$ cat src/rtl/irq_router_pkg.sv
package irq_router_pkg;
  localparam int NUM_PRIV  = 32;
  localparam int LANES     = 4;
  localparam int LANE_W    = 8;
  localparam int BUS_W     = LANES * LANE_W;
  localparam int PRIV_WORDS = NUM_PRIV / LANES;
  typedef logic [BUS_W-1:0] bus_word_t;
endpackage

$ cat src/rtl/irq_tgt_regs.sv
module irq_tgt_regs
  import irq_router_pkg::*;
#(
  parameter int NUM_CPUS = 4,
  parameter int NUM_SPI  = 32,
  parameter int AW       = 4,
  parameter int CPU_W    = 2
) (
  input  logic                     clk_i,
  input  logic                     rst_ni,
  input  logic                     req_i,
  input  logic                     we_i,
  input  logic [AW-1:0]            addr_i,
  input  bus_word_t                wdata_i,
  input  logic [CPU_W-1:0]         cpu_i,
  output bus_word_t                rdata_o,
  output logic [NUM_SPI*CPU_W-1:0] tgt_o
);
  logic [CPU_W-1:0] tgt_q [NUM_SPI];
  bus_word_t        rd_d, rd_q;

  function automatic logic [CPU_W-1:0] pick_low(input logic [LANE_W-1:0] b);
    logic [CPU_W-1:0] r;
    r = '0;
    for (int i = NUM_CPUS - 1; i >= 0; i--)
      if (b[i]) r = CPU_W'(i);
    return r;
  endfunction

  function automatic logic [LANE_W-1:0] to_onehot(input logic [CPU_W-1:0] c);
    return LANE_W'(1) << c;
  endfunction

  for (genvar s = 0; s < NUM_SPI; s++) begin : g_tgt
    localparam int WORD = PRIV_WORDS + s / LANES;
    localparam int LANE = s % LANES;
    always_ff @(posedge clk_i or negedge rst_ni) begin
      if (!rst_ni)
        tgt_q[s] <= '0;
      else if (req_i && we_i && addr_i == AW'(WORD))
        tgt_q[s] <= pick_low(wdata_i[LANE*LANE_W +: LANE_W]);
    end
    assign tgt_o[s*CPU_W +: CPU_W] = tgt_q[s];
  end

  always_comb begin
    rd_d = '0;
    if (int'(addr_i) < PRIV_WORDS) begin
      rd_d = {LANES{to_onehot(cpu_i)}};
    end else begin
      for (int s = 0; s < NUM_SPI; s++)
        if (int'(addr_i) == PRIV_WORDS + s / LANES)
          rd_d[(s % LANES)*LANE_W +: LANE_W] = to_onehot(tgt_q[s]);
    end
  end

  always_ff @(posedge clk_i or negedge rst_ni) begin
    if (!rst_ni)                rd_q <= '0;
    else if (req_i && !we_i)    rd_q <= rd_d;
  end

  assign rdata_o = rd_q;
endmodule

$ cat src/rtl/irq_active_trk.sv
module irq_active_trk #(
  parameter int NUM_SPI = 32,
  parameter int SW      = 5
) (
  input  logic               clk_i,
  input  logic               rst_ni,
  input  logic               dlv_i,
  input  logic [SW-1:0]      dlv_idx_i,
  input  logic               eoi_i,
  input  logic [SW-1:0]      eoi_idx_i,
  input  logic [NUM_SPI-1:0] level_i,
  output logic [NUM_SPI-1:0] active_o
);
  for (genvar s = 0; s < NUM_SPI; s++) begin : g_act
    logic set_s, clr_s, act_q;
    assign set_s = dlv_i && dlv_idx_i == SW'(s) && level_i[s];
    assign clr_s = eoi_i && eoi_idx_i == SW'(s);
    always_ff @(posedge clk_i or negedge rst_ni) begin
      if (!rst_ni) act_q <= 1'b0;
      else         act_q <= set_s | (act_q & ~clr_s);
    end
    assign active_o[s] = act_q;
  end
endmodule

$ cat src/rtl/irq_pend_calc.sv
module irq_pend_calc
  import irq_router_pkg::*;
#(
  parameter int NUM_CPUS = 4,
  parameter int NUM_SPI  = 32,
  parameter int CPU_W    = 2
) (
  input  logic [NUM_CPUS*NUM_PRIV-1:0] priv_pend_i,
  input  logic [NUM_CPUS*NUM_PRIV-1:0] priv_en_i,
  input  logic [NUM_SPI-1:0]           spi_pend_i,
  input  logic [NUM_SPI-1:0]           spi_en_i,
  input  logic [NUM_SPI-1:0]           active_i,
  input  logic [NUM_SPI*CPU_W-1:0]     tgt_i,
  input  logic                         dist_en_i,
  output logic [NUM_CPUS-1:0]          pend_o
);
  logic [NUM_SPI-1:0]  spi_live;
  logic [NUM_CPUS-1:0] raw;

  assign spi_live = spi_pend_i & spi_en_i & ~active_i;

  for (genvar c = 0; c < NUM_CPUS; c++) begin : g_cpu
    logic [NUM_SPI-1:0] hit;
    for (genvar s = 0; s < NUM_SPI; s++) begin : g_hit
      assign hit[s] = tgt_i[s*CPU_W +: CPU_W] == CPU_W'(c);
    end
    assign raw[c] = |(priv_pend_i[c*NUM_PRIV +: NUM_PRIV] & priv_en_i[c*NUM_PRIV +: NUM_PRIV])
                  | |(spi_live & hit);
  end

  assign pend_o = dist_en_i ? raw : NUM_CPUS'(1);
endmodule

$ cat src/rtl/irq_target_router.sv
module irq_target_router
  import irq_router_pkg::*;
#(
  parameter  int NUM_CPUS = 4,
  parameter  int NUM_IRQS = 64,
  localparam int NUM_SPI  = NUM_IRQS - NUM_PRIV,
  localparam int WORDS    = NUM_IRQS / LANES,
  localparam int AW       = $clog2(WORDS),
  localparam int CPU_W    = (NUM_CPUS > 1) ? $clog2(NUM_CPUS) : 1,
  localparam int SW       = (NUM_SPI > 1) ? $clog2(NUM_SPI) : 1
) (
  input  logic                         clk_i,
  input  logic                         rst_ni,
  input  logic                         reg_req_i,
  input  logic                         reg_we_i,
  input  logic [AW-1:0]                reg_addr_i,
  input  logic [BUS_W-1:0]             reg_wdata_i,
  input  logic [CPU_W-1:0]             reg_cpu_i,
  output logic [BUS_W-1:0]             reg_rdata_o,
  input  logic                         dist_en_i,
  input  logic [NUM_CPUS*NUM_PRIV-1:0] priv_pend_i,
  input  logic [NUM_CPUS*NUM_PRIV-1:0] priv_en_i,
  input  logic [NUM_SPI-1:0]           spi_pend_i,
  input  logic [NUM_SPI-1:0]           spi_en_i,
  input  logic [NUM_SPI-1:0]           spi_level_i,
  input  logic                         dlv_i,
  input  logic [SW-1:0]                dlv_idx_i,
  input  logic                         eoi_i,
  input  logic [SW-1:0]                eoi_idx_i,
  output logic [NUM_CPUS-1:0]          cpu_pend_o
);
  logic [NUM_SPI*CPU_W-1:0] tgt_flat;
  logic [NUM_SPI-1:0]       active_q;
  logic [NUM_CPUS-1:0]      pend_d, pend_q;

  irq_tgt_regs #(.NUM_CPUS(NUM_CPUS), .NUM_SPI(NUM_SPI), .AW(AW), .CPU_W(CPU_W)) u_regs (
    .clk_i, .rst_ni,
    .req_i(reg_req_i), .we_i(reg_we_i), .addr_i(reg_addr_i),
    .wdata_i(reg_wdata_i), .cpu_i(reg_cpu_i), .rdata_o(reg_rdata_o),
    .tgt_o(tgt_flat)
  );

  irq_active_trk #(.NUM_SPI(NUM_SPI), .SW(SW)) u_act (
    .clk_i, .rst_ni,
    .dlv_i, .dlv_idx_i, .eoi_i, .eoi_idx_i,
    .level_i(spi_level_i), .active_o(active_q)
  );

  irq_pend_calc #(.NUM_CPUS(NUM_CPUS), .NUM_SPI(NUM_SPI), .CPU_W(CPU_W)) u_calc (
    .priv_pend_i, .priv_en_i, .spi_pend_i, .spi_en_i,
    .active_i(active_q), .tgt_i(tgt_flat), .dist_en_i, .pend_o(pend_d)
  );

  always_ff @(posedge clk_i or negedge rst_ni) begin
    if (!rst_ni) pend_q <= '0;
    else         pend_q <= pend_d;
  end

  assign cpu_pend_o = pend_q;
endmodule

$ cat config.mk
export PLATFORM = sky130hd
export DESIGN_NAME = irq_target_router
export DESIGN_NICKNAME = d
export VERILOG_FILES = /design/src/rtl/irq_router_pkg.sv /design/src/rtl/irq_tgt_regs.sv /design/src/rtl/irq_active_trk.sv /design/src/rtl/irq_pend_calc.sv /design/src/rtl/irq_target_router.sv
export SDC_FILE = /design/constraint.sdc
export NUM_CORES = 1
export LEC_CHECK = 0
export BUFFER_PORTS_ARGS = -buffer_cell sky130_fd_sc_hd__buf_4
export CELL_PAD_IN_SITES_DETAIL_PLACEMENT = 1
export CELL_PAD_IN_SITES_GLOBAL_PLACEMENT = 1
export CORE_AREA = 2 2 173 175
export DETAILED_ROUTE_END_ITERATION = 10
export DIE_AREA = 0 0 175 177
export MAX_ROUTING_LAYER = met4
export PLACE_DENSITY_LB_ADDON = 0.3
export SYNTH_ARGS = -nofsm -noshare
export SYNTH_HDL_FRONTEND = slang
export SYNTH_SLANG_ARGS = --single-unit
$ cat constraint.sdc
create_clock -name clk_i -period 5.14 [get_ports clk_i]
set_input_delay 0.514 -clock clk_i [delete_from_list [all_inputs] [get_ports clk_i]]
set_output_delay 0.514 -clock clk_i [all_outputs]
set_load 0.1 [all_outputs]
==> run metrics, run 1 <==
number of max-capacitance violations reported=0; reg2reg end=cpu_pend_o[1]$_DFF_PN0_; busiest grt layer=met2; met3 Resource Use GR=7.925%; Design Power=3690 µW; share of post-route cells with drive strength above 1=34.67%; setup clock skew after layout=14.46 ps; met2 capacity usage during global routing=47.55%; clock tree from TritonCTS=built; CTS root buf=sky130_fd_sc_hd__clkbuf_16; CP Data Required Time=5390 ps; total of buffers placed on input and output ports=410; status=completed; register-to-register setup slack=2440 ps; violation count after the first detailed-routing iteration=870; Reg area=2903 µm²; CTS buffer count=17; area grow syn2layout=49.46%; class of the most critical hold timing path=input port to asynchronous set/reset pin; core area=29240 µm²; number of synthesis warnings=0; final weighted congestion in routability-driven placement=1.006; fraction of the cycle the final worst path needs=52.55%; maximum number of pins on one net before global-route repair=68; number of antenna violations at the first check in global routing=1; number of synthesized flops with an enable pin=0; RR Startpoint=u_regs.tgt_o[53]$_DFFE_PN0P_; number of instances resized during post-cts repair=0; most instantiated flip-flop cell in the synthesis netlist=sky130_fd_sc_hd__dfrtp_1; sequential cell area fraction in the yosys report=35.51%; cts-stage hold buffer count=0; Synth Instances=984; Post-CTS Setup Inserts=0; actual slew at the worst max-slew pin=997.6 ps; vertical die dimension=177 µm; combined global-route utilization of all metal layers=29.96%; post-placement cell area=11570 µm²; remaining max-slew budget at the tightest pin=33.25%; sum of routed wire length over all layers=45610 µm; startpoint-to-endpoint class of the critical path=flop to flop; post-route minimum period=2701 ps; commonest cells after routing, fill and taps aside=sky130_fd_sc_hd__buf_4 (415), sky130_fd_sc_hd__nand2_1 (118), sky130_fd_sc_hd__dfrtp_1 (116); category of the worst setup path capture point=flop; global-route congestion overflow total=0; Setup Viol. Count Final=0; fraction of met1 tracks used by global routing=37.40%; top cell type's share of synthesized area=35.51%; worst supply voltage drop on vdd=0.1479 mV; count of TritonRoute iterations in the first routing pass=6; HPWL Detailed=37420 µm; kind of launch point of the worst setup path=flop; Arr. time, crit path=2950 ps; power density relative to cell area=302.0 nW/µm²; summed instance area of the synthesized netlist=8175 µm²; unrepaired setup endpoints after global routing=no; Clk pin slew, worst setup/hold paths=60 ps; standard cell with the maximum stage delay on the critical path=sky130_fd_sc_hd__a2111oi_0; Setup TNS=0 ps; area used by multi-input combinational logic=4981 µm²; # DRC=0; clk buf depth=2; count of final max-slew check failures=0; crit path max fanout=8; Num Clock Sinks=116; final design area excluding fillers=12220 µm²; maximum frequency from static timing analysis=0.3703 GHz; area enclosed by the die boundary=30980 µm²; Worst Reg2Reg Path Length in Cells=5; most common library cell in the layout ignoring fill and taps=sky130_fd_sc_hd__buf_4; via count of the first global-routing pass=10664; unique cell type count in the Yosys netlist=65; Max stage delay on crit path=740 ps; first-pass GRT wire length=66870 µm; number of vias in the routed layout=10104; Seq cells post-synth=116; utilization after layout=41.78%; wire per inst=25.56 µm; top-level I/O count=443; H-tree levels=4; fill cell instance count of the final layout=3546; floorplan row count=63; mean instance size in the synthesized netlist=8.308 µm²; number of nets in the final layout=1787; main area contributors after synthesis=sky130_fd_sc_hd__dfrtp_1 (36%), sky130_fd_sc_hd__o21ai_0 (5.8%), sky130_fd_sc_hd__nand2_1 (5.4%); post-synth top area cell=sky130_fd_sc_hd__dfrtp_1; leakage component of the power=0.005316 µW; insertion delay of the later-clocked pin in the worst-skew pair=430 ps; async set-reset flop share out of synthesis=100.0%; total count of hold-check failures in the final report=0; initial core utilization=27.96%; count of nets left with antenna violations after detail routing=0; Die Width=175 µm; routed vias/inst=5.664; list of cells traversed by the critical path=nand2b_1 -> o22ai_1 -> or4_1 -> a2111oi_0 -> a41oi_1
==> power by group <==
part | leakage (µW) | total [µW] | internal, µW | switching, µW
Sequential | 0.00150 | 1240 | 1050 | 191
Clock | 0.000308 | 1350 | 867 | 487
Combinational | 0.00351 | 1100 | 452 | 644
==> registers in the layout, summed over array words and instances (netlist names) <==
name	count
cpu_pend_o	4
u_act.g_act.act_q	32
u_regs.rdata_o	16
u_regs.tgt_o	64
==> worst max-delay path by stage <==
stage                                          startpoint                      endpoint  cells after the start
after floorplan                           priv_pend_i[19]       cpu_pend_o[0]$_DFF_PN0_                      5
after global placement                      reg_addr_i[1]  u_regs.tgt_o[49]$_DFFE_PN0P_                      6
after detailed placement                    reg_addr_i[1]  u_regs.tgt_o[50]$_DFFE_PN0P_                      6
after CTS                 u_act.g_act[19].act_q$_DFF_PN0_       cpu_pend_o[1]$_DFF_PN0_                      5
after global routing                        reg_addr_i[1]  u_regs.tgt_o[49]$_DFFE_PN0P_                      5
final                        u_regs.tgt_o[53]$_DFFE_PN0P_       cpu_pend_o[1]$_DFF_PN0_                      5
==> final cells by class <==
class	count	share of cell area, %
Inverter	21	0.6451
Clock buffer	18	3.512
Multi-Input combinational cell	809	40.76
Tap cell	390	3.993
Antenna cell	1	0.02048
Timing Repair Buffer	415	25.50
Clock inverter	14	1.812
Sequential cell	116	23.76
==> through the flow <==
step / hold WS [ps] / instances / worst slack (ps)
global placement: 466.5 / 1751 / 2332
global route: 287.4 / 1784 / 2376
finish: 211.4 / 1784 / 2439
CTS: 258.7 / 1783 / 2520
floorplan: 218.4 / 999 / 3045
detailed placement: 472.4 / 1751 / 2182
==> metal layers <==
layer,vias to the layer above,share of wire (%)
met5,-,0
met1,4941,43
met4,0,2.8
met2,513,46
met3,82,8.8
li1,4568,-
==> critical path, delay by kind of cell, from the launching register on <==
family | cells | cell delay (ps)
AND/OR/NAND/NOR | 2 | 850
AO/OA/AOI/OAI | 3 | 1080
flip-flops | 1 | 600
==> logic make-up (layout without fill, tap and decap cells) <==
group	after synthesis	in the layout	share of synthesized area [%]
AOI/OAI and AO/OA	338	338	29.83
buffers and inverters	74	468	4.255
muxes	26	26	3.581
other	1	17	0.04587
DFF	116	116	35.51
and+or+nand+nor	429	429	26.78
==> cells in the mapped netlist, types with 5 or more instances <==
master	count
sky130_fd_sc_hd__a22oi_1	45
sky130_fd_sc_hd__mux2_2	26
sky130_fd_sc_hd__buf_4	16
sky130_fd_sc_hd__buf_2	8
sky130_fd_sc_hd__nor2_1	72
sky130_fd_sc_hd__nand2_1	118
sky130_fd_sc_hd__nand2b_1	53
sky130_fd_sc_hd__dfrtp_1	116
sky130_fd_sc_hd__a221o_1	5
sky130_fd_sc_hd__nor2b_1	22
sky130_fd_sc_hd__inv_1	21
sky130_fd_sc_hd__nor3_1	48
sky130_fd_sc_hd__nand3_1	32
sky130_fd_sc_hd__nand3b_1	32
sky130_fd_sc_hd__o22ai_1	32
sky130_fd_sc_hd__o21a_1	7
sky130_fd_sc_hd__nand4_1	13
sky130_fd_sc_hd__a31oi_1	5
sky130_fd_sc_hd__a22o_1	13
sky130_fd_sc_hd__nor4_1	10
sky130_fd_sc_hd__a221oi_1	21
sky130_fd_sc_hd__or4_1	9
sky130_fd_sc_hd__o21ai_0	95
sky130_fd_sc_hd__o32ai_1	9
sky130_fd_sc_hd__a32o_1	30
sky130_fd_sc_hd__clkbuf_1	27
sky130_fd_sc_hd__a21oi_1	15
sky130_fd_sc_hd__o31ai_1	12
(Power assumes the default switching activity.)
==> run 2: changes to the inputs <==
--- a/config.mk
+++ b/config.mk
@@ -5,12 +5,14 @@
 export SDC_FILE = /design/constraint.sdc
 export NUM_CORES = 1
 export LEC_CHECK = 0
+export ABC_AREA = 1
 export BUFFER_PORTS_ARGS = -buffer_cell sky130_fd_sc_hd__buf_4
 export CELL_PAD_IN_SITES_DETAIL_PLACEMENT = 1
 export CELL_PAD_IN_SITES_GLOBAL_PLACEMENT = 1
-export CORE_AREA = 2 2 173 175
+export CORE_ASPECT_RATIO = 0.8
+export CORE_MARGIN = 2
+export CORE_UTILIZATION = 30
 export DETAILED_ROUTE_END_ITERATION = 10
-export DIE_AREA = 0 0 175 177
 export MAX_ROUTING_LAYER = met4
 export PLACE_DENSITY_LB_ADDON = 0.3
 export SYNTH_ARGS = -nofsm -noshare
==> constraint.sdc (replaced) <==
create_clock -name clk_i -period 2.7 [get_ports clk_i]
set_input_delay 0.27 -clock clk_i [delete_from_list [all_inputs] [get_ports clk_i]]
set_output_delay 0.27 -clock clk_i [all_outputs]
set_load 0.1 [all_outputs]
==> run 2 against run 1 <==
Net effect: wire length down 1.4%; via count rose by 13%; critical endpoint is now u_regs.tgt_o[48]$_DFFE_PN0P_; largest cell class unchanged; sequential share of layout area fell by 1.2 points; synthesized area rose by 7.3%; non-clock buffer count increased by 15; critical path depth is 1 higher; count of clock-buffer cells in the layout unchanged; worst hold slack lost 120 ps; die area decreased by 1.1%.
==> run metrics, run 2 <==
Clk pin slew, worst setup/hold paths=60 ps (about the same); switching power=3025 µW (+130%); setup clock skew after layout=9.198 ps (-5.259 ps); Seq cells post-synth=116 (unchanged); Setup Viol. Count Final=0 (unchanged); total count of hold-check failures in the final report=0 (unchanged); core area=28490 µm² (-2.6%); global-route congestion overflow total=0 (unchanged); startpoint-to-endpoint class of the critical path=input port to flop; Design Power=7276 µW (+97%); most common cell in the netlist=sky130_fd_sc_hd__nand2_1; Commonest cells post-synth=sky130_fd_sc_hd__nand2_1 (462), sky130_fd_sc_hd__nand3_1 (197), sky130_fd_sc_hd__nor2_1 (187), sky130_fd_sc_hd__inv_1 (154), sky130_fd_sc_hd__o21ai_0 (140); power density relative to cell area=566.5 nW/µm² (+88%); leakage component of the power=0.006606 µW (+24%); via count of the first global-routing pass=11595 (+8.7%); Internal Pwr Total=4251 µW (+80%); most common library cell in the layout ignoring fill and taps=sky130_fd_sc_hd__nand2_1; sequential share of power=34.3% (+0.7 points); CTS root buf=sky130_fd_sc_hd__clkbuf_16; area used by multi-input combinational logic=5066 µm² (+1.7%); top cell type's share of synthesized area=33.09% (-2.4 points); number of max-capacitance violations reported=0 (unchanged); number of nets in the final layout=2266 (+27%); main area contributors after synthesis=sky130_fd_sc_hd__dfrtp_1 (33%), sky130_fd_sc_hd__nand2_1 (20%), sky130_fd_sc_hd__nand3_1 (11%); summed instance area of the synthesized netlist=8772 µm² (+7.3%); fraction of the cycle the final worst path needs=67.34%; maximum frequency from static timing analysis=0.5500 GHz; Reg area=2903 µm² (unchanged); share of post-route cells with drive strength above 1=26.40% (-8.3 points); list of cells traversed by the critical path=buf_4 -> inv_2 -> nor2_1 -> nand2_1 -> nor2_2 -> o21ai_0; async set-reset flop share out of synthesis=100.0% (unchanged); kind of launch point of the worst setup path=input port; actual slew at the worst max-slew pin=739.5 ps (-258.0 ps); area enclosed by the die boundary=30630 µm² (-1.1%); Switching Share=41.58% (+5.7 points); sum of routed wire length over all layers=44990 µm (-1.4%); top-level I/O count=443 (unchanged); fill cell instance count of the final layout=3872 (+9.2%); # DRC=0 (unchanged); Setup TNS=0 ps (unchanged); count of final max-slew check failures=0 (unchanged); HPWL Detailed=37630 µm (+0.54%); most instantiated flip-flop cell in the synthesis netlist=sky130_fd_sc_hd__dfrtp_1; clock tree from TritonCTS=built; vertical die dimension=156.9 µm (-11%); standard cell with the maximum stage delay on the critical path=sky130_fd_sc_hd__nor2_2; number of synthesized flops with an enable pin=0 (unchanged); crit path max fanout=16 (+8); clk buf depth=2 (unchanged); number of antenna violations at the first check in global routing=4 (+3); Arr. time, crit path=2090 ps (-860 ps); Die Width=195.2 µm (+12%); area grow syn2layout=46.43%; total of buffers placed on input and output ports=410 (unchanged); post-synth top area cell=sky130_fd_sc_hd__dfrtp_1; category of the worst setup path capture point=flop; wire per inst=20.04 µm (-22%); number of synthesis warnings=0 (unchanged); Synth Instances=1442 (+47%); Num Clock Sinks=116 (unchanged); sequential cell area fraction in the yosys report=33.09% (-2.4 points); worst supply voltage drop on vdd=0.3662 mV (+150%); unique cell type count in the Yosys netlist=28 (-57%); commonest cells after routing, fill and taps aside=sky130_fd_sc_hd__nand2_1 (462), sky130_fd_sc_hd__buf_4 (428), sky130_fd_sc_hd__nand3_1 (197); utilization after layout=45.09% (+3.3 points); number of vias in the routed layout=11423 (+13%); insertion delay of the later-clocked pin in the worst-skew pair=430 ps (about the same); combinational share of power=35.6% (+5.9 points); mean instance size in the synthesized netlist=6.083 µm² (-27%); first-pass GRT wire length=65890 µm (-1.5%); combined global-route utilization of all metal layers=29.65% (-0.31 points); CP Data Required Time=2980 ps (-2410 ps); initial core utilization=30.79% (+2.8 points); floorplan row count=55 (-13%); number of flip-flops in the largest register=64 (unchanged); unrepaired setup endpoints after global routing=no; Worst path top cell family by delay=simple AND/OR/NAND/NOR gates; violation count after the first detailed-routing iteration=822 (-5.5%); Post-CTS Setup Inserts=0 (unchanged); count of nets left with antenna violations after detail routing=0 (unchanged); maximum number of pins on one net before global-route repair=42 (-38%); routed vias/inst=5.088 (-10%); count of TritonRoute iterations in the first routing pass=5 (-1); buffers plus inverters on the worst setup path=2 (+2); final weighted congestion in routability-driven placement=0.9770 (-2.9%); status=completed; class of the most critical hold timing path=input port to flop; remaining max-slew budget at the tightest pin=50.33% (+17 points); post-route minimum period=1818 ps; H-tree levels=4 (unchanged); proportion of power drawn by the clock network=30.1% (-6.6 points); Max stage delay on crit path=600 ps (-140 ps); number of instances resized during post-cts repair=0 (unchanged); CTS buffer count=17 (unchanged)
-- run 2: cell types whose count changed in the layout (fill, tap and decap cells not counted), moves of 28 or more --
cell and change:
sky130_fd_sc_hd__inv_1 +133, sky130_fd_sc_hd__nand3b_1 -28, sky130_fd_sc_hd__o21ai_0 +45, sky130_fd_sc_hd__nor2_1 +115, sky130_fd_sc_hd__nand3_1 +165, sky130_fd_sc_hd__a32o_1 -30, sky130_fd_sc_hd__nand2_1 +344, sky130_fd_sc_hd__a22oi_1 -44
sky130_fd_sc_hd__nand2b_1 -53, sky130_fd_sc_hd__nor3_1 -42, sky130_fd_sc_hd__o22ai_1 -31
-- run 2: final timing paths --
path | start | endpoint | slack (ps) | depth (start not counted)
worst max-delay path | reg_addr_i[1] | u_regs.tgt_o[48]$_DFFE_PN0P_ | 880 | 6
worst min-delay path | dist_en_i | cpu_pend_o[1]$_DFF_PN0_ | 90 | 3
worst max register to register | u_regs.tgt_o[58]$_DFFE_PN0P_ | cpu_pend_o[1]$_DFF_PN0_ | 980 | 10
worst min register to register | u_act.g_act[26].act_q$_DFF_PN0_ | u_act.g_act[26].act_q$_DFF_PN0_ | 510 | 2
max in group asynchronous | rst_ni | u_regs.tgt_o[27]$_DFFE_PN0P_ | 1590 | 3
min in group asynchronous | rst_ni | u_regs.rdata_o[19]$_DFFE_PN0P_ | 370 | 2
-- run 2: per-stage QoR --
step | hold WS [ps] | setup slack [ps] | cells | instance area, µm²
floorplan | -25.59 | 1272 | 1457 | 8828
global placement | 260.0 | 630.4 | 2209 | 12270
detailed placement | 268.3 | 507.5 | 2209 | 12270
CTS | 96.09 | 925.0 | 2241 | 12830
global route | 106.7 | 736.1 | 2245 | 12840
finish | 90.05 | 881.8 | 2245 | 12840
-- run 2: per-layer routing --
metal  wire length [µm]  part of all wire [%]  vias to the layer above  global-route usage [%]
li1                   -                     -                     5484                       -
met1              19320                    43                     5426                   36.58
met2              21300                    47                      459                   49.34
met3               3315                   7.4                       54                   6.428
met4               1045                   2.3                        0                   8.070
met5                  0                     0                        -                       -
-- run 2: repair_timing --
action	4_1_cts	5_1_grt
hold buffers	1	0
setup endpoints to repair	0	0
hold endpoints to repair	33	0
-- run 2: kinds of logic after synthesis --
kind of cell / Yosys count / share of synthesized area (%)
AND/OR/NAND/NOR: 922 / 44.94
buffers and inverters: 207 / 9.856
AO/OA/AOI/OAI: 196 / 12.07
flip-flops: 116 / 33.09
other: 1 / 0.04275
-- run 2: cell type report --
type	instances	share of cell area [%]
Multi-Input combinational cell	1134	39.44
Timing Repair Buffer	430	25.25
Sequential cell	116	22.60
Inverter	160	4.676
Tap cell	370	3.604
Clock buffer	18	3.341
Clock inverter	13	1.013
Antenna cell	4	0.07793
-- run 2: tightest hold or removal path, cell delays in order --
cell and delay, ps:
sky130_fd_sc_hd__buf_4 120, sky130_fd_sc_hd__nand2_1 50, sky130_fd_sc_hd__inv_1 40
-- run 2: power by group through the flow --
stage | clock [µW] | sequential [µW] | combinational [µW]
floorplan | 0 | 2670 | 1190
global placement | 0 | 2480 | 2480
detailed placement | 0 | 2500 | 2550
CTS | 2210 | 2480 | 2560
global route | 2290 | 2550 | 2810
finish | 2190 | 2500 | 2590
